==> config.mk <==
export PLATFORM = sky130hd
export DESIGN_NAME = ecfs_serializer
export DESIGN_NICKNAME = d
export VERILOG_FILES = /design/src/rtl/ecfs_pkg.sv /design/src/rtl/ecfs_ctrl.sv /design/src/rtl/ecfs_shifter.sv /design/src/rtl/ecfs_serializer.sv
export SDC_FILE = /design/constraint.sdc
export NUM_CORES = 1
export LEC_CHECK = 0
export BUFFER_PORTS_ARGS = -buffer_cell sky130_fd_sc_hd__clkbuf_2
export CAP_MARGIN = 20
export CORE_UTILIZATION = 50
export CTS_CLUSTER_SIZE = 40
export DETAILED_ROUTE_END_ITERATION = 8
export PLACE_DENSITY = 0.72
export SLEW_MARGIN = 20
export SYNTH_ARGS = -nofsm -noshare
export SYNTH_HDL_FRONTEND = slang
export SYNTH_SLANG_ARGS = --single-unit
==> constraint.sdc <==
create_clock -name clk -period 2.35 [get_ports clk]
set_input_delay 0.47 -clock clk [delete_from_list [all_inputs] [get_ports clk]]
set_output_delay 0.47 -clock clk [all_outputs]
set_load 0.03 [all_outputs]
==> src/rtl/ecfs_pkg.sv <==
package ecfs_pkg;

  // Run state of the serializer control
  typedef enum logic [1:0] {
    ST_OFF  = 2'd0,
    ST_LOCK = 2'd1,
    ST_RUN  = 2'd2
  } ecfs_state_t;

  // Frame width from payload width: one start bit and one stop bit
  function automatic int frame_len(input int data_w);
    return data_w + 2;
  endfunction

endpackage

==> src/rtl/ecfs_ctrl.sv <==
module ecfs_ctrl
  import ecfs_pkg::*;
#(
  parameter int SYNC_MIN   = 1024,
  parameter int LOCK_WORDS = 510,
  localparam int CNT_W = $clog2(SYNC_MIN + 1),
  localparam int LK_W  = $clog2(LOCK_WORDS + 1)
) (
  input  logic             clk,
  input  logic             rst_n,
  input  logic             pwr_on,
  input  logic             word_stb,
  input  logic             sync_req,
  output logic             load_frame,
  output logic             load_sync,
  output logic             ready,
  output logic             sync_on_o,
  output logic [CNT_W-1:0] sync_cnt_o
);

  ecfs_state_t      st;
  logic [LK_W-1:0]  lock_cnt;
  logic             sync_on;
  logic [CNT_W-1:0] sync_cnt;
  logic             burst_short;
  logic             lock_done;

  // Saturating increment of the burst counter
  function automatic logic [CNT_W-1:0] sat_inc(input logic [CNT_W-1:0] c);
    return (c >= CNT_W'(SYNC_MIN)) ? c : c + 1'b1;
  endfunction

  assign burst_short = sync_on && (sync_cnt < CNT_W'(SYNC_MIN));
  assign lock_done   = word_stb && (lock_cnt == LK_W'(LOCK_WORDS - 1));
  assign load_frame  = word_stb && pwr_on && (st == ST_RUN);
  assign load_sync   = load_frame && (sync_req || burst_short);

  always_ff @(posedge clk) begin
    if (!rst_n || !pwr_on) begin
      st       <= ST_OFF;
      lock_cnt <= '0;
      sync_on  <= 1'b0;
      sync_cnt <= '0;
    end else begin
      case (st)
        ST_OFF: begin
          st       <= ST_LOCK;
          lock_cnt <= '0;
        end
        ST_LOCK: begin
          if (lock_done) st <= ST_RUN;
          else if (word_stb) lock_cnt <= lock_cnt + 1'b1;
        end
        default: begin
          if (load_sync) begin
            sync_on  <= 1'b1;
            sync_cnt <= sync_on ? sat_inc(sync_cnt) : CNT_W'(1);
          end else if (load_frame) begin
            sync_on  <= 1'b0;
            sync_cnt <= '0;
          end
        end
      endcase
    end
  end

  assign ready      = (st == ST_RUN);
  assign sync_on_o  = sync_on;
  assign sync_cnt_o = sync_cnt;

endmodule

==> src/rtl/ecfs_shifter.sv <==
module ecfs_shifter
  import ecfs_pkg::*;
#(
  parameter int DATA_W = 10,
  localparam int FRAME_W = frame_len(DATA_W),
  localparam int HALF    = FRAME_W / 2,
  localparam int PH_W    = $clog2(FRAME_W)
) (
  input  logic              clk,
  input  logic              rst_n,
  input  logic              pwr_on,
  input  logic              edge_rise,
  input  logic              word_stb,
  input  logic [DATA_W-1:0] din,
  input  logic              load_frame,
  input  logic              load_sync,
  output logic              tx_bit,
  output logic              live
);

  logic               edge_q;
  logic [PH_W-1:0]    phase;
  logic [DATA_W-1:0]  cap;
  logic [FRAME_W-1:0] shreg;
  logic               cap_rise;
  logic               cap_fall;

  // Start bit in position 0, stop bit at the top, word bit 0 after start
  function automatic logic [FRAME_W-1:0] frame_word(input logic [DATA_W-1:0] d);
    return {1'b0, d, 1'b1};
  endfunction

  // Half frame of ones sent first, then half frame of zeros
  function automatic logic [FRAME_W-1:0] sync_word();
    return {{(FRAME_W - HALF){1'b0}}, {HALF{1'b1}}};
  endfunction

  assign cap_rise = edge_q && word_stb;
  assign cap_fall = !edge_q && !word_stb && (phase == PH_W'(HALF));

  always_ff @(posedge clk) begin
    if (!rst_n) begin
      edge_q <= 1'b1;
      phase  <= '0;
      cap    <= '0;
    end else begin
      edge_q <= edge_rise;
      if (word_stb) phase <= '0;
      else if (phase != PH_W'(FRAME_W - 1)) phase <= phase + 1'b1;
      if (cap_rise || cap_fall) cap <= din;
    end
  end

  always_ff @(posedge clk) begin
    if (!rst_n || !pwr_on) begin
      shreg <= '0;
      live  <= 1'b0;
    end else if (load_sync) begin
      shreg <= sync_word();
      live  <= 1'b1;
    end else if (load_frame) begin
      shreg <= frame_word(cap);
      live  <= 1'b1;
    end else begin
      shreg <= shreg >> 1;
      if (word_stb) live <= 1'b0;
    end
  end

  assign tx_bit = shreg[0];

endmodule

==> src/rtl/ecfs_serializer.sv <==
module ecfs_serializer
  import ecfs_pkg::*;
#(
  parameter int DATA_W     = 10,
  parameter int SYNC_MIN   = 1024,
  parameter int LOCK_WORDS = 510,
  localparam int CNT_W = $clog2(SYNC_MIN + 1)
) (
  input  logic              clk,
  input  logic              rst_n,
  input  logic              word_stb,
  input  logic [DATA_W-1:0] din,
  input  logic              sync_a,
  input  logic              sync_b,
  input  logic              oe,
  input  logic              pwr_on,
  input  logic              edge_rise,
  output logic              sdo,
  output logic              sdo_en,
  output logic              ready
);

  logic             sync_req;
  logic             load_frame;
  logic             load_sync;
  logic             sync_on;
  logic [CNT_W-1:0] sync_cnt;
  logic             tx_bit;
  logic             live;

  assign sync_req = sync_a | sync_b;

  ecfs_ctrl #(
    .SYNC_MIN  (SYNC_MIN),
    .LOCK_WORDS(LOCK_WORDS)
  ) u_ctrl (
    .clk       (clk),
    .rst_n     (rst_n),
    .pwr_on    (pwr_on),
    .word_stb  (word_stb),
    .sync_req  (sync_req),
    .load_frame(load_frame),
    .load_sync (load_sync),
    .ready     (ready),
    .sync_on_o (sync_on),
    .sync_cnt_o(sync_cnt)
  );

  ecfs_shifter #(
    .DATA_W(DATA_W)
  ) u_shift (
    .clk       (clk),
    .rst_n     (rst_n),
    .pwr_on    (pwr_on),
    .edge_rise (edge_rise),
    .word_stb  (word_stb),
    .din       (din),
    .load_frame(load_frame),
    .load_sync (load_sync),
    .tx_bit    (tx_bit),
    .live      (live)
  );

  assign sdo_en = oe && live;
  assign sdo    = sdo_en && tx_bit;

endmodule

== Yosys cells after proc, flatten, opt, wreduce, memory -nomap -nowiden ==
Index checks and enable logic that the tools add are counted.
Widths: inputs -> output; s select.
Word-level totals
  output and inout bits: 3
  input bits: 18
  register bits: 50
Cells by class
  bitwise operators: 3
  reduce and logical (&&, ||, !) cells: 28
  multiplexer cells: 16
  add/sub/neg operators: 3
  eq/ne operators: 9
  order comparisons: 2
Operator list (number)
  $mux 11: 5
  $mux 9: 2
  $pmux 9 s2: 1
  $add 11x1->11 const B: 1
  $ge 11x11->1 const B: 1
  $lt 11x11->1 const B: 1
  $logic_and 1x1->1: 10
  $add 9x1->9 const B: 1
  $eq 9x9->1 const B: 1
  $mux 6: 1
  $reduce_and 3->1: 2
  $reduce_or 2->1: 3
  $mux 1: 5
  $add 4x1->4 const B: 1
  $eq 4x3->1 const B: 1
  $logic_not 1->1: 4
  $ne 2x2->1 const B: 2
  $ne 4x4->1 const B: 1
  $pmux 2 s2: 1
  $reduce_and 2->1: 2
  $reduce_bool 2->1: 2
  $logic_or 1x1->1: 3
  $ne 3x3->1 const B: 1
  $reduce_bool 3->1: 1
  other kinds (7): 8

== Depth between registers and ports, before layout ==
  depth in word-level cells: 6
  mapped depth: 7
  mapped depth without buffers: 6

== Hierarchy ==
From an unflattened synthesis, not the netlist that was laid out.
Second synthesis, totals
  cell total of the unflattened synthesis: 272
  area total of the unflattened synthesis: 2496.1 sq um
Modules (own cells, without submodules)
  ecfs_ctrl: cells an instance 141, seq. area each 460.4 sq um, area an instance 1266.2 sq um, times used 1
  ecfs_shifter: cells an instance 128, seq. area each 540.5 sq um, area an instance 1211.2 sq um, times used 1
  ecfs_serializer: cells an instance 3, seq. area each 0.0 sq um, area an instance 18.8 sq um, times used 1

== Worst setup path after synthesis ==
OpenSTA, ideal clock, no wires.
  kind: register to register
  from: reg u_ctrl.lock_cnt[1]
  to: reg u_ctrl.lock_cnt[8]
  cell stages (with the launch flop): 7
  setup time: 0.074 ns
  data arrival time: 1.748 ns
  path slack: 0.527 ns
  required time: 2.276 ns
  clock period less this slack: 1.823 ns
  cell sequence: dfxtp_1 > inv_1 > ha_1 > and4_1 > or4_1 > or3_1 > a31oi_1
Between the ends
  word-level cells in the longest chain between the ends: 4
RTL lines
  start: declaration: line ecfs_ctrl.sv:22  | logic [LK_W-1:0] lock_cnt;
  start signal: assignment: line ecfs_ctrl.sv:52  | else if (word_stb) lock_cnt <= lock_cnt + 1'b1;
  $add 9x1->9 or $eq 9x9->1 (tied branches): line ecfs_ctrl.sv:52, ecfs_ctrl.sv:34
  $mux 9 or $logic_and 1x1->1 (tied branches): line ecfs_ctrl.sv:52, ecfs_ctrl.sv:34
  $mux 9 or $ne 2x2->1 (tied branches)
  $pmux 9 s2 or $reduce_and 3->1 (tied branches)
Parallel ways exist; a longest one is shown, timed or not. The select of a mux whose other input is x is not followed.
A chain may end at the register's enable or synchronous reset.

== Worst setup path in the final report ==
  from: reg u_ctrl.lock_cnt[1]
  to: reg u_ctrl.lock_cnt[5]
Same word-level chain as after synthesis.

==> results by group <==
Final layout
  – Area Overhead vs Synth: 11.84%
  – ANT cells: 0
  – Final instance area: 0.002470 mm²
  – Share of layout cells above drive strength 1: 0.1328
  – Fin nets: 293

Route
  – TritonRoute pass-1 iters: 5
  – Final Routed Wirelength: 4.321 mm
  – DRC: 0
  – Routed len/inst: 13.46 µm
  – Vias/cell: 5.847
  – Vias: 1877
  – Final ANT Viol Nets: 0
  – Initial DRC count: 153

Pwr
  – Max VDD drop: 480.0 µV
  – Pleak: 0.9036 nW
  – Gate power share: 0.050
  – Power share of the sequential group: 0.553
  – Int Pwr: 1.221 mW
  – Switching Share: 0.2268
  – Clock power frac: 0.397
  – PwrDens: 639.1 mW/mm²
  – Switching power: 0.3579 mW

STA
  – Slew @ Worst Pin: 0.6189 ns
  – Final setup viols: 0
  – Setup TNS: 0 ns
  – Relative slew margins: 0.5846
  – Fin worst setup slack: 0.3562 ns
  – Achievable Freq: 501.6 MHz
  – RSZ-0062 raised after global routing: false
  – Final number of hold-violating endpoints: 0
  – Pins Over Slew Limit: 0
  – Final period utilization: 0.8484
  – Max Clock Skew: 0.007522 ns
  – Minimum clock period after layout: 1.994 ns
  – Min Hold Slack: 0.3478 ns

Clock tree
  – Root buffer cell: clkbuf_8
  – Cts bufs inserted: 5
  – Clock tree buffer depth: 2
  – Clock Sink Count: 50
  – Total setup buffers inserted after CTS: 0
  – Cts hold-fix bufs: 0
  – Clock latency on the worst-skew pair: 0.31 ns
  – Clk pin slew, worst setup/hold paths: 0.10 ns
  – # resized after CTS: 0
  – CTS H-tree lvls: 2
  – TritonCTS clock tree: done

Placed design
  – Detailed Place HPWL: 3.033 mm
  – Placed Area: 0.002352 mm²
  – IO Port Bufs: 20
  – Pre-CTS setup slack: 0.4270 ns
  – Routability-driven placement congestion ratio: 0.7976

Logic synthesis
  – Mux contribution to synthesized area: 0.04986
  – Area share of fa/ha/maj cells after synthesis: 0.02833
  – Synth Area in XOR/XNOR: 0.02380
  – Cells after Synth: 250
  – EDFF count, synth: 0
  – Largest family of logic cells by synthesized area: simple AND/OR/NAND/NOR gates
  – Yosys reg bits: 50
  – Syn_area_per_cell: 8.833 µm²
  – Cell area after synthesis: 0.002208 mm²
  – Post-synth top flop: dfxtp_1
  – Register area share after synthesis: 0.4533
  – Compound-Gate Fraction of Synth Area: 0.1309
  – Asr flop ratio synth: 0
  – Count of different cell masters after synthesis: 45
  – Ys Warns: 0
  – Synthesized-area fraction occupied by and/or/nand/nor cells: 0.2833
  – Syn Nets: 273

Flow run
  – Max Cap Violations: 0

Global route
  – M2 GR Usage: 0.3186
  – First-pass GRT wire length: 7.355 mm
  – GRT Overall Usage: 0.2109
  – Largest net degree at the start of global routing: 21
  – GR met3 Demand/Resource: 0.05000
  – Top Usage Layer GRT: met2
  – GRT met1 Usage: 0.2891
  – Vias in the first global route: 1584
  – Initial antenna violation count: 0
  – Gr ovfl total: 0

Floorplan
  – Die Y: 68.46 µm
  – Die area: 0.004687 mm²
  – Area of the core: 0.004115 mm²
  – DIE WIDTH: 68.46 µm
  – I/O pin count: 21
  – Initial Utilization: 0.5366
  – Num rows: 23

Worst setup path
  – WP data required: 2.59 ns
  – Critical Path Sink Type: flop
  – Crit path max fanout: 10
  – Worst setup SP type: flop
  – Worst Path Class, Setup: reg2reg
  – Worst path arrival time: 2.23 ns

Hold path
  – Worst min path class: in2reg

Run status
  – Status: finished clean
## cells by family (layout without fill, tap and decap cells)
logic type,after synthesis,count (layout)
buffers and inverters,16,37
adders and majority gates,5,5
xor gates and xnor gates,6,6
and+or+nand+nor,118,118
DFF,50,50
AOI/OAI and AO/OA,44,44
muxes,11,11
## metal layers
metal	up-vias	share of wire
li1	951	-
met1	879	0.49
met2	40	0.46
met3	7	0.034
met4	0	0.013
met5	-	0
## cells in the final DEF, fill, tap and decap left out, drive strengths merged, types with 6 or more instances in the layout
| cell | n |
|---|---|
| a31oi | 7 |
| nand3 | 14 |
| mux2i | 11 |
| dfxtp | 50 |
| nor2b | 11 |
| clkbuf | 25 |
| a21oi | 11 |
| nand4 | 8 |
| nor2 | 26 |
| o21ai | 8 |
| inv | 6 |
| nand2 | 23 |
## state kept, by name, indices dropped and copies added (netlist names)
register	cells
u_ctrl.lock_cnt	9
u_shift.cap	10
u_shift.edge_q	1
u_shift.shreg	11
u_shift.phase	4
u_ctrl.st	2
u_ctrl.sync_on_o	1
u_ctrl.sync_cnt_o	11
u_shift.live	1
## worst max-delay path, cell delays in order, from the launching register on
cell and delay, ns:
dfxtp_1 0.43, inv_1 0.07, ha_1 0.19, nand4_1 0.14
o21ai_1 0.25, or4b_2 0.67, a31oi_1 0.19
## layout make-up
| class | instances | area, µm² |
|---|---|---|
| clock inverters | 3 | 48.80 |
| fillers | 372 | 1645 |
| repair buffers | 24 | 130.1 |
| inverters | 5 | 18.77 |
| clock buffers | 5 | 68.82 |
| flip-flops and latches | 50 | 1001 |
| multi-input cells | 184 | 1140 |
| well taps | 50 | 62.56 |
## path summary, 6_finish.rpt
path | startpoint | endpoint | slack (ns) | cells past startpoint
worst max-delay path | u_ctrl.lock_cnt[1] | u_ctrl.lock_cnt[5] | 0.36 | 6
worst min-delay path | edge_rise | u_shift.edge_q | 0.35 | 2
worst max register to register | u_ctrl.lock_cnt[1] | u_ctrl.lock_cnt[5] | 0.36 | 6
worst min register to register | u_shift.cap[9] | u_shift.shreg[10] | 0.44 | 2
## cells in the mapped netlist, types with 4 or more instances
| cell type | number | share of area |
|---|---|---|
| dfxtp_1 | 50 | 0.45 |
| nor2_1 | 26 | 0.044 |
| nand2_1 | 23 | 0.039 |
| nand3_1 | 14 | 0.032 |
| a21oi_1 | 11 | 0.025 |
| mux2i_1 | 11 | 0.050 |
| nor2b_1 | 11 | 0.031 |
| nand4_1 | 8 | 0.023 |
| a31oi_1 | 7 | 0.020 |
| clkbuf_1 | 6 | 0.010 |
| o21ai_0 | 6 | 0.014 |
| ha_1 | 5 | 0.028 |
| inv_1 | 5 | 0.0085 |
| or4_1 | 5 | 0.017 |
| xor2_1 | 5 | 0.020 |
| and2_1 | 4 | 0.011 |
| and4_1 | 4 | 0.016 |
| nand2b_1 | 4 | 0.011 |
| nor3_1 | 4 | 0.0091 |
| or3_1 | 4 | 0.011 |
## power by group through the flow
stage          sequential (mW)  clock, mW  combinational [mW]
2_1_floorplan            0.887          0              0.0532
3_3_place_gp             0.892          0              0.0769
3_5_place_dp             0.893          0              0.0787
4_1_cts                  0.873      0.639              0.0791
5_1_grt                  0.875      0.674              0.0870
6_report                 0.873      0.627              0.0785
## through the flow
stage	cells	power [mW]	util
final	321	1.578	0.6002
after CTS	321	1.590	0.6002
after global placement	313	0.9688	0.5716
after detailed placement	313	0.9715	0.5716
after floorplan	250	0.9405	-
after global routing	321	1.636	0.6002
Power figures use the tool's default switching activity.
